**src/rtl/alu8_pkg.sv**
```systemverilog
package alu8_pkg;

  typedef enum logic [3:0] {
    OP_ADD  = 4'd0,
    OP_SUB  = 4'd1,
    OP_CMP  = 4'd2,
    OP_AND  = 4'd3,
    OP_OR   = 4'd4,
    OP_XOR  = 4'd5,
    OP_BIT  = 4'd6,
    OP_ASL  = 4'd7,
    OP_LSR  = 4'd8,
    OP_ROL  = 4'd9,
    OP_ROR  = 4'd10,
    OP_INC  = 4'd11,
    OP_DEC  = 4'd12,
    OP_PASS = 4'd13,
    OP_RSV0 = 4'd14,
    OP_RSV1 = 4'd15
  } alu_op_e;

  typedef struct packed {
    logic acc;
    logic n;
    logic z;
    logic c;
    logic v;
  } wr_en_t;

endpackage

```
**src/rtl/alu8_addsub.sv**
```systemverilog
module alu8_addsub #(
  parameter int W      = 8,
  parameter bit DEC_EN = 1'b1
) (
  input  logic [W-1:0] a,
  input  logic [W-1:0] b,
  input  logic         cin,
  input  logic         dec,
  input  logic         sub,
  output logic [W-1:0] sum,
  output logic         cout,
  output logic         vout
);
  localparam int SW = W + 2;

  logic [SW-1:0] bin_sum;
  logic [W-1:0]  b_eff;
  logic [SW-1:0] adj_sum;

  always_comb begin
    b_eff   = sub ? ~b : b;
    bin_sum = SW'(a) + SW'(b_eff) + SW'(cin);
    // sign rule uses the operand as supplied
    vout    = ~(a[W-1] ^ b[W-1]) & (a[W-1] ^ bin_sum[W-1]);
  end

  generate
    if (DEC_EN && (W == 8)) begin : g_bcd
      logic          lo_fix;
      logic          hi_fix;
      logic [SW-1:0] step1;
      always_comb begin
        lo_fix = (bin_sum[3:0] > 4'd9);
        if (lo_fix && dec)
          step1 = sub ? (bin_sum - SW'(6)) : (bin_sum + SW'(6));
        else
          step1 = bin_sum;
        hi_fix = (step1[7:4] > 4'd9);
        if (hi_fix && dec)
          adj_sum = sub ? (step1 - SW'(8'h60)) : (step1 + SW'(8'h60));
        else
          adj_sum = step1;
      end
    end else begin : g_bin
      always_comb adj_sum = bin_sum;
    end
  endgenerate

  always_comb begin
    sum  = adj_sum[W-1:0];
    cout = |adj_sum[SW-1:W];
  end
endmodule

```
**src/rtl/alu8_logic.sv**
```systemverilog
module alu8_logic
  import alu8_pkg::*;
#(
  parameter int W = 8
) (
  input  logic [W-1:0] a,
  input  logic [W-1:0] b,
  input  alu_op_e      op,
  output logic [W-1:0] res
);
  always_comb begin
    unique case (op)
      OP_OR:   res = a | b;
      OP_XOR:  res = a ^ b;
      default: res = a & b;
    endcase
  end
endmodule

```
**src/rtl/alu8_shift.sv**
```systemverilog
module alu8_shift #(
  parameter int W = 8
) (
  input  logic [W-1:0] a,
  input  logic         cin,
  input  logic         left,
  input  logic         rot,
  output logic [W-1:0] res,
  output logic         cout
);
  logic fill;

  always_comb begin
    fill = rot & cin;
    if (left) begin
      res  = {a[W-2:0], fill};
      cout = a[W-1];
    end else begin
      res  = {fill, a[W-1:1]};
      cout = a[0];
    end
  end
endmodule

```
**src/rtl/alu8_core.sv**
```systemverilog
module alu8_core
  import alu8_pkg::*;
#(
  parameter int W      = 8,
  parameter bit DEC_EN = 1'b1
) (
  input  logic         clk,
  input  logic         rst_n,
  input  logic         en,
  input  logic [3:0]   op_code,
  input  logic [W-1:0] opnd_a,
  input  logic [W-1:0] opnd_b,
  input  logic         c_in,
  input  logic         d_in,
  input  logic         v_in,
  output logic         res_valid,
  output logic [W-1:0] result,
  output logic         n_out,
  output logic         z_out,
  output logic         c_out,
  output logic         v_out,
  output logic         acc_we,
  output logic         n_we,
  output logic         z_we,
  output logic         c_we,
  output logic         v_we
);
  alu_op_e      op;
  logic [W-1:0] as_sum, lg_res, sh_res, cmp_diff;
  logic         as_c, as_v, sh_c, is_sub, sh_left, sh_rot;

  logic [W-1:0] res_d, res_q;
  logic         n_d, z_d, c_d, v_d;
  logic         n_q, z_q, c_q, v_q;
  wr_en_t       we_d, we_q, we_nx;
  logic         valid_d, valid_q;

  always_comb begin
    op      = alu_op_e'(op_code);
    is_sub  = (op == OP_SUB);
    sh_left = (op == OP_ASL) || (op == OP_ROL);
    sh_rot  = (op == OP_ROL) || (op == OP_ROR);
  end

  alu8_addsub #(.W(W), .DEC_EN(DEC_EN)) u_addsub (
    .a(opnd_a), .b(opnd_b), .cin(c_in), .dec(d_in), .sub(is_sub),
    .sum(as_sum), .cout(as_c), .vout(as_v)
  );

  alu8_logic #(.W(W)) u_logic (
    .a(opnd_a), .b(opnd_b), .op(op), .res(lg_res)
  );

  alu8_shift #(.W(W)) u_shift (
    .a(opnd_a), .cin(c_in), .left(sh_left), .rot(sh_rot),
    .res(sh_res), .cout(sh_c)
  );

  // operation decode and flag formation
  always_comb begin
    cmp_diff = opnd_a - opnd_b;
    res_d    = opnd_a;
    c_d      = c_in;
    v_d      = v_in;
    we_d     = '0;
    unique case (op)
      OP_ADD, OP_SUB: begin
        res_d = as_sum;
        c_d   = as_c;
        v_d   = as_v;
        we_d  = '{acc: 1'b1, n: 1'b1, z: 1'b1, c: 1'b1, v: 1'b1};
      end
      OP_CMP: begin
        res_d = cmp_diff;
        c_d   = (opnd_a >= opnd_b);
        we_d  = '{acc: 1'b0, n: 1'b1, z: 1'b1, c: 1'b1, v: 1'b0};
      end
      OP_AND, OP_OR, OP_XOR: begin
        res_d = lg_res;
        we_d  = '{acc: 1'b1, n: 1'b1, z: 1'b1, c: 1'b0, v: 1'b0};
      end
      OP_BIT: begin
        res_d = opnd_a;
        v_d   = opnd_b[W-2];
        we_d  = '{acc: 1'b0, n: 1'b1, z: 1'b1, c: 1'b0, v: 1'b1};
      end
      OP_ASL, OP_LSR, OP_ROL, OP_ROR: begin
        res_d = sh_res;
        c_d   = sh_c;
        we_d  = '{acc: 1'b1, n: 1'b1, z: 1'b1, c: 1'b1, v: 1'b0};
      end
      OP_INC: begin
        res_d = opnd_a + W'(1);
        we_d  = '{acc: 1'b1, n: 1'b1, z: 1'b1, c: 1'b0, v: 1'b0};
      end
      OP_DEC: begin
        res_d = opnd_a - W'(1);
        we_d  = '{acc: 1'b1, n: 1'b1, z: 1'b1, c: 1'b0, v: 1'b0};
      end
      OP_PASS: begin
        res_d = opnd_b;
        we_d  = '{acc: 1'b1, n: 1'b1, z: 1'b1, c: 1'b0, v: 1'b0};
      end
      default: begin
        res_d = opnd_a;
      end
    endcase
    if (op == OP_BIT) begin
      n_d = opnd_b[W-1];
      z_d = (lg_res == '0);
    end else begin
      n_d = res_d[W-1];
      z_d = (res_d == '0);
    end
  end

  // next-state for the output stage
  always_comb begin
    valid_d = en;
    we_nx   = en ? we_d : '0;
  end

  always_ff @(posedge clk or negedge rst_n) begin
    if (!rst_n) begin
      valid_q <= 1'b0;
      we_q    <= '0;
      res_q   <= '0;
      n_q     <= 1'b0;
      z_q     <= 1'b0;
      c_q     <= 1'b0;
      v_q     <= 1'b0;
    end else begin
      valid_q <= valid_d;
      we_q    <= we_nx;
      if (en) begin
        res_q <= res_d;
        n_q   <= n_d;
        z_q   <= z_d;
        c_q   <= c_d;
        v_q   <= v_d;
      end
    end
  end

  always_comb begin
    res_valid = valid_q;
    result    = res_q;
    n_out     = n_q;
    z_out     = z_q;
    c_out     = c_q;
    v_out     = v_q;
    acc_we    = we_q.acc;
    n_we      = we_q.n;
    z_we      = we_q.z;
    c_we      = we_q.c;
    v_we      = we_q.v;
  end
endmodule

```
**config.mk**
```make
export PLATFORM = sky130hd
export DESIGN_NAME = alu8_core
export DESIGN_NICKNAME = d
export VERILOG_FILES = /design/src/rtl/alu8_pkg.sv /design/src/rtl/alu8_addsub.sv /design/src/rtl/alu8_logic.sv /design/src/rtl/alu8_shift.sv /design/src/rtl/alu8_core.sv
export SDC_FILE = /design/constraint.sdc
export NUM_CORES = 1
export LEC_CHECK = 0
export BUFFER_PORTS_ARGS = -buffer_cell sky130_fd_sc_hd__buf_2
export CORE_ASPECT_RATIO = 1.5
export CORE_UTILIZATION = 30
export DETAILED_ROUTE_END_ITERATION = 10
export PLACE_DENSITY = 0.57
export SLEW_MARGIN = 20
export SYNTH_ARGS = -nofsm -noshare
export SYNTH_HDL_FRONTEND = slang
export SYNTH_HIERARCHICAL = 1
export SYNTH_SLANG_ARGS = --single-unit
```
**constraint.sdc**
```tcl
create_clock -name clk -period 0.9 [get_ports clk]
set_input_delay 0.18 -clock clk [delete_from_list [all_inputs] [get_ports clk]]
set_output_delay 0.18 -clock clk [all_outputs]
set_load 0.05 [all_outputs]
```
# After elaboration in Yosys (flattened, before gate mapping)
# Cells that the tools add are included.
word_totals:
  latch_bits: 0
  ramBits: 0
  n_memories: 0
  register_bits: 18
  elab_cells: 72
  out_inout_bits: 18
  input_bits: 26
  mem_bits_ro: 0
op_classes:
  n_div: 0
  add_sub_neg: 9
  n_bitwise: 9
  reduce_logical: 12
  shift: 0
  n_eq_ne: 13
  n_lt_le_gt_ge: 3
  n_mul: 0
  muxes: 15
op_table:
  columns: ["operator", "count"]
  rows:
  - ["case mux 8 bit (7 select lines)", 1]
  - ["2-to-1 mux 10 bit", 4]
  - ["case mux 5 bit (5 select lines)", 1]
  - ["equality test 4 bit, second input constant", 6]
  - ["equality test 4 x 3 -> 1 bit, second input constant", 4]
  - ["zero test 8 bit", 2]
  - ["2-to-1 mux 8 bit", 2]
  - ["case mux 8 bit (2 select lines)", 1]
  - ["adder 10 x 1 -> 10 bit", 1]
  - ["adder 10 x 3 -> 10 bit, second input constant", 1]
  - ["adder 10 x 7 -> 10 bit, second input constant", 1]
  - ["subtractor 10 x 3 -> 10 bit, second input constant", 1]
  - ["subtractor 10 x 7 -> 10 bit, second input constant", 1]
  - ["adder 8 x 8 -> 9 bit", 1]
  - ["adder 8 x 1 -> 8 bit, second input constant", 1]
  - ["bitwise AND 8 bit", 1]
  - ["equality test 4 x 2 -> 1 bit, second input constant", 2]
  - ["greater-or-equal comparator 8 bit", 1]
  - ["> comparator 4 bit, second input constant", 2]
  - ["inverter 8 bit", 1]
  - ["OR 8 bit", 1]
  - ["subtractor 8 x 1 -> 8 bit, second input constant", 1]
  - ["subtractor 8 bit", 1]
  - ["bitwise XOR 8 bit", 1]
  - ["15 further kinds", 22]

# Logic depth before layout (Yosys ltp)
# Gate-level depths: netlist of the first run.
depth:
  word_depth: 13
  depth_mapped: 31

# By module
# Netlist of the first run, hierarchy kept.
modules_own_cells:
  columns: ["module", "area_per_inst_um2", "n_inst", "cells_per_inst", "seq_area_each_um2"]
  rows:
  - ["alu8_core", 2384.8, 1, 301, 425.4]
  - ["alu8_addsub", 1298.7, 1, 172, 0.0]
  - ["alu8_logic", 447.9, 1, 69, 0.0]
  - ["alu8_shift", 138.9, 1, 14, 0.0]

# Least setup slack after synthesis of the first run
# No wires, ideal clock.
synth_timing:
  path_kind: "input -> register"
  start: "input op_code[2]"
  end: "register c_q, in the netlist c_out"
  arrival_time_ps: 7074
  path_buffers: 5
  setup_ps: 141
  slack_ps: -6315
  t_required_ps: 759
  stages: 31
  path_cell_list: "buf_2 > buf_2 > buf_2 > buf_2 > nor4b_1 > clkbuf_1 > xnor2_1 > fa_1 > inv_1 > fa_1 > a21oi_1 > o211ai_1 > a21oi_1 > xnor2_1 > ha_1 > nand2_1 > a211oi_1 > nor2_1 > xnor2_1 > nand2_1 > nand2_1 > ha_1 > a21o_1 > or2_2 > a311oi_1 > a211oi_1 > a311oi_1 > mux2i_1 > a221o_1 > o22ai_1 > a31oi_1"
synth_via:
  elab_chain_len: 12
  elab_cells_between_ends: 28
  cone_classes: "add/sub (6); order compare (2); eq/ne (6); mux (7); reduce/logical (7)"
synth_rtl:
  columns: ["element", "line_no", "rtl"]
  rows:
  - ["start, declared", "alu8_core.sv:10", "input logic [3:0] op_code,"]
  - ["equality test 4 x 1 -> 1 bit (*)", "alu8_core.sv:40", "is_sub = (op == OP_SUB);"]
  - ["net is_sub", "alu8_core.sv:30", "logic as_c, as_v, sh_c, is_sub, sh_left, sh_rot;"]
  - ["2-to-1 mux 8 bit", "alu8_addsub.sv:21", "b_eff = sub ? ~b : b;"]
  - ["adder 8 x 8 -> 9 bit", "alu8_addsub.sv:22", "bin_sum = SW'(a) + SW'(b_eff) + SW'(cin);"]
  - ["adder 10 x 1 -> 10 bit", "alu8_addsub.sv:22", null]
  - ["adder 10 x 3 -> 10 bit (tied with other cells)", "alu8_addsub.sv:35", "step1 = sub ? (bin_sum - SW'(6)) : (bin_sum + SW'(6));"]
  - ["2-to-1 mux 10 bit or logical AND 1 bit (tied branches)", "alu8_addsub.sv:35, alu8_addsub.sv:34", null]
  - ["2-to-1 mux 10 bit", "alu8_addsub.sv:34", "if (lo_fix && dec)"]
  - ["adder 10 x 7 -> 10 bit (tied with other cells)", "alu8_addsub.sv:40", "adj_sum = sub ? (step1 - SW'(8'h60)) : (step1 + SW'(8'h60));"]
  - ["2-to-1 mux 10 bit or logical AND 1 bit (tied branches)", "alu8_addsub.sv:40, alu8_addsub.sv:39", null]
  - ["2-to-1 mux 10 bit (*)", "alu8_addsub.sv:39", "if (hi_fix && dec)"]
  - ["OR reduction 2 bit (*)", "alu8_addsub.sv:51", "cout = |adj_sum[SW-1:W];"]
  - ["net as_c", "alu8_core.sv:30", null]
  - ["case mux 1 bit (3 select lines) (*)", "alu8_core.sv:66", "unique case (op)"]
  - ["end signal, assigned", "alu8_core.sv:130", "c_q <= 1'b0;"]
  - ["end signal, assigned", "alu8_core.sv:139", "c_q <= c_d;"]
  - ["end, declared", "alu8_core.sv:34", "logic n_q, z_q, c_q, v_q;"]
# The timed path passes the listed nets; every way through them passes the cells marked *.
# A chain may end at the register's enable or synchronous reset.

# Worst setup path in the final report of the first run
# Ends and elaborated chain as after synthesis.

==> results of run 1 <==
metal layers:
metal | GRT usage | wire length, um | up-vias
met1 | 0.218 | 5840 | 2387
met5 | 0 | 0 | -
met2 | 0.471 | 9460 | 210
met4 | 0.172 | 1410 | 0
li1 | - | - | 2439
met3 | 0.0179 | 624 | 89
synthesized netlist by cell type, types with 13 or more instances:
library cell / instances / area (um2)
nor2_1: 35 / 131
a21oi_1: 30 / 150
nand3_1: 15 / 75.1
ha_1: 45 / 563
inv_1: 45 / 169
buf_2: 13 / 65.1
dfrtp_1: 17 / 425
nand2_1: 42 / 158
o21ai_0: 34 / 170
xor2_1: 13 / 114
kinds of logic (layout without fill, tap and decap cells):
family	count (synthesis)	after routing	synth area share
AND/OR/NAND/NOR	170	170	0.217
flip-flops	17	17	0.0996
multiplexers	23	23	0.0642
XOR/XNOR	26	26	0.0568
adder cells (fa/ha/maj)	50	50	0.155
buffers and inverters	82	271	0.0911
AO/OA/AOI/OAI	188	188	0.316
worst max-delay path, cell delays in order:
cell      delay (ps)
buf_12           100
nor4b_4          270
buf_6            170
buf_12           110
xnor2_4           70
fa_2             400
inv_2             60
fa_2             220
a21oi_4           60
buf_4            130
buf_4            110
o211a_1          240
o21bai_1         350
a21o_1           200
ha_1             250
xor2_1           170
nor2_1           130
nor2_1            60
ha_1             300
or2_4            260
a311oi_2         220
a211oi_2          80
a311oi_1         240
mux2i_1          120
a221o_1          300
o22ai_1          110
a31oi_1          120
worst paths after layout:
kind | to | slack (ps) | depth (start not counted)
max in group asynchronous | n_we | 240 | 2
worst min-delay path | v_out | 200 | 3
worst min register to register | result[6] | 540 | 2
min in group asynchronous | result[5] | 380 | 2
worst max register to register | z_out | -30 | 3
worst max-delay path | c_out | -4020 | 27
state kept, by name, summed over array words and instances, names as in the netlist:
register / count
acc_we: 1
c_out: 1
c_we: 1
n_out: 1
n_we: 1
res_valid: 1
result: 8
v_out: 1
v_we: 1
z_out: 1
final cells by class:
type | instances | area (um2)
clock buffers | 3 | 75.1
inverters | 48 | 180
repair buffers | 219 | 1910
multi-input cells | 457 | 3910
flip-flops and latches | 17 | 427
fillers | 1332 | 7220
well taps | 165 | 206
clock inverters | 1 | 5.00
repair_timing:
action / in CTS / in global routing
endpoints found under the hold margin: 17 / 0
pin swaps: 38 / 20
setup buffers: 24 / 11
resized for setup: 113 / 37
endpoints found under the setup margin: 33 / 33
gates cloned: 5 / 0
hold buffers: 1 / 0
report_power, final:
part | internal [mW] | switching [mW] | total (mW)
registers | 0.870 | 0.0755 | 0.946
logic | 3.30 | 3.36 | 6.66
clock network | 0.594 | 0.283 | 0.877
total | 4.76 | 3.72 | 8.49
==> flow_summary.json, run 1 <==
{
  "outcome": "finished with violations",
  "violations": "setup timing",
  "holdWs_ps": 205,
  "crit_path_start_kind": "input pin",
  "crit_fanout": 3,
  "p_leak_nw": 3.15,
  "worst_pin_slew_ps": 611,
  "hp-start": "v_in",
  "synth_edf_count": 0,
  "max_freq_mhz": 203,
  "rsz0062_at_grt": "true",
  "cts_tree": "done",
  "vias": 5125,
  "route.detailed.drc": 0,
  "timing.rr.start": "z_out",
  "via_per_inst": 5.63,
  "synth-seq-area-share": 0.0996,
  "die_x_um": 99.4,
  "wl_per_cell_um": 19.0,
  "finalSetupViolCount": 33,
  "cts_root_buf": "clkbuf_16",
  "h-tree-depth": 1,
  "grt_pass1_wl_um": 26800,
  "layout-drive-gt1-share": 0.444,
  "antenna_found_initial": 0,
  "final_util": 0.482,
  "crit_start": "op_code[2]",
  "synth-async-reset-ratio": 1.00,
  "dpl_cell_area_um2": 5650,
  "floorplan.initialDensity": 0.307,
  "clock_skew_ps": 0,
  "tns_ps": -39210,
  "ys_ff_latch": 17,
  "dp_slack_ps": -4680,
  "die_h_um": 148,
  "io_buffer_count": 43,
  "synth_cell_types": 86,
  "endpoint_kind": "flop",
  "cp_data_arrival_time_ps": 5030,
  "io_pins": 44,
  "grtUsageTotal": 0.235,
  "dp_cells": 869,
  "detail_route.first_pass.iterations": 5,
  "hold_class": "in -> reg",
  "syn_inst": 556,
  "grt_max_degree": 42,
  "setup_ws_ps": -4020,
  "syn_area_um2": 4270,
  "path_class": "in -> reg",
  "finalHoldViolations": 0,
  "clockBufferDepth": 2,
  "cts_made_buffers": 3,
  "fin_crit_sh": 5.46,
  "row_count": 53,
  "place_hpwl_um": 12900,
  "drt_iter0_markers": 218,
  "nets": 822,
  "relSlewSlack": 0.589,
  "area_growth_syn_to_layout_pct": 57.1,
  "worstPathRequired_ps": 1010,
  "drv_cap": 0,
  "die_area_um2": 14700,
  "syn_avg_cell_area_um2": 7.68,
  "synthesis.nets": 632,
  "postLayoutCellArea_um2": 6710,
  "peakVddDrop_mv": 0.859,
  "wl_um": 17300,
  "grt_overflow": 0,
  "power.total_mw": 8.49,
  "ant_nets": 0,
  "numClockSinks": 17,
  "final_cell_mix": "buf_4, inv_1, ha_1, nand2_1",
  "final_common_cell": "buf_4",
  "min_period_ps": 4920,
  "ys.flop_type": "dfrtp_1",
  "powerDensity_nw_per_um2": 1260,
  "insertedDiodeCount": 0,
  "gp_congestion": 0.948,
  "clk_latency_ps": 240,
  "yosys_warnings": 6,
  "instances_no_fill": 910,
  "path_clk_slew_ps": 50,
  "grt_pass1_vias": 5264,
  "final_max_slew_viol_count": 0,
  "core_area_um2": 13900
}
No activity file was read; power rests on OpenSTA's default activity.
==> inputs of run 2 (changes only) <==
- PLACE_DENSITY: 0.57 -> 0.55
==> flow_summary.json, run 2 (synthesis results as in run 1) <==
{
  "outcome": "finished with violations",
  "violations": "setup timing",
  "cpMaxStageDelayCell": "fa_2",
  "holdWs_ps": 194,
  "die_area_um2": 14700,
  "reg2reg_slack_ps": -20,
  "crit_start": "op_code[2]",
  "drt_iter0_markers": 239,
  "peakVddDrop_mv": 0.878,
  "io_buffer_count": 43,
  "crit_fanout": 3,
  "max_stage_delay_ps": 370,
  "wl_per_cell_um": 17.7,
  "finalHoldViolations": 0,
  "postLayoutCellArea_um2": 6640,
  "final_util": 0.477,
  "crit_path_start_kind": "input pin",
  "layout-drive-gt1-share": 0.442,
  "clock_skew_ps": 0,
  "worst_pin_slew_ps": 593,
  "instances_no_fill": 914,
  "grt_pass1_wl_um": 25300,
  "p_leak_nw": 3.12,
  "dp_slack_ps": -4710,
  "floorplan.initialDensity": 0.307,
  "dp_cells": 877,
  "grt_max_degree": 53,
  "relSlewSlack": 0.602,
  "final_cell_mix": "buf_4, inv_1, nand2_1, ha_1, nor2_1",
  "drv_cap": 0,
  "tns_ps": -40660,
  "path_class": "in -> reg",
  "die_h_um": 148,
  "wl_um": 16200,
  "gp_congestion": 0.929,
  "io_pins": 44,
  "r2r_end": "z_out",
  "final_common_cell": "buf_4",
  "detail_route.first_pass.iterations": 5,
  "h-tree-depth": 1,
  "final_max_slew_viol_count": 0,
  "cts_tree": "done",
  "numClockSinks": 17,
  "grt_pass1_vias": 5338,
  "via_per_inst": 5.57,
  "core_area_um2": 13900,
  "path_clk_slew_ps": 50,
  "powerDensity_nw_per_um2": 1320,
  "finalSetupViolCount": 33,
  "min_period_ps": 5060,
  "worstPathRequired_ps": 1060,
  "timing.critical_path.to": "z_out",
  "cp_data_arrival_time_ps": 5220,
  "ant_nets": 0,
  "vias": 5093,
  "timing.rr.start": "z_out",
  "dpl_cell_area_um2": 5710,
  "max_freq_mhz": 198,
  "cts_root_buf": "clkbuf_16",
  "grt_overflow": 0,
  "row_count": 53,
  "setup_ws_ps": -4160,
  "die_x_um": 99.4,
  "nets": 826,
  "clockBufferDepth": 2,
  "clk_latency_ps": 240,
  "hold_class": "in -> reg",
  "place_hpwl_um": 12700,
  "endpoint_kind": "flop",
  "cts_made_buffers": 3,
  "reg2reg_depth": 3,
  "fin_crit_sh": 5.62,
  "route.detailed.drc": 0,
  "power.total_mw": 8.78,
  "antenna_found_initial": 0,
  "area_growth_syn_to_layout_pct": 55.6,
  "rsz0062_at_grt": "true",
  "grtUsageTotal": 0.216,
  "insertedDiodeCount": 0,
  "largest_register_ffs": 8
}
-- run 2: routing by layer --
layer	routed length (um)	up-vias	GRT usage
met5	0	-	0
met4	1240	0	0.160
met3	436	70	0.0136
met2	8940	145	0.432
met1	5610	2439	0.200
li1	-	2439	-
-- run 2: layout make-up --
cell class	instances	area [um2]
Clock buffer	4	78.8
Fill cell	1317	7280
Tap cell	165	206
Timing Repair Buffer	223	1790
Inverter	48	180
Sequential cell	17	427
Multi-Input combinational cell	457	3960
-- run 2: power by group --
group / leakage, nW / switching, mW / internal [mW]
Clock: 0.0382 / 0.271 / 0.600
Combinational: 2.88 / 3.43 / 3.53
Sequential: 0.204 / 0.0752 / 0.871
Total: 3.12 / 3.78 / 5.00
-- run 2: what timing repair did --
action                                 CTS  global route
pin swaps                               38            21
setup endpoints to repair               33            33
resized for setup                       92            44
endpoints found under the hold margin   17             0
setup buffers                           25             9
hold buffers                             1             0
-- run 2: critical path, delay by kind of cell --
| family | cells | cell delay [ps] |
|---|---|---|
| and+or+nand+nor | 5 | 720 |
| AOI/OAI and AO/OA | 11 | 2070 |
| buffers and inverters | 4 | 430 |
| adders and majority gates | 4 | 1130 |
| xor gates and xnor gates | 4 | 530 |
| muxes | 1 | 150 |
-- run 2: worst min path at each step --
stage	depth (start not counted)	to	start	slack, ps
floorplan	0	acc_we	rst_n	-120
global placement	1	result[2]	rst_n	110
detailed placement	1	result[3]	rst_n	120
CTS	3	v_out	v_in	200
global route	3	v_out	v_in	220
finish	3	v_out	v_in	190
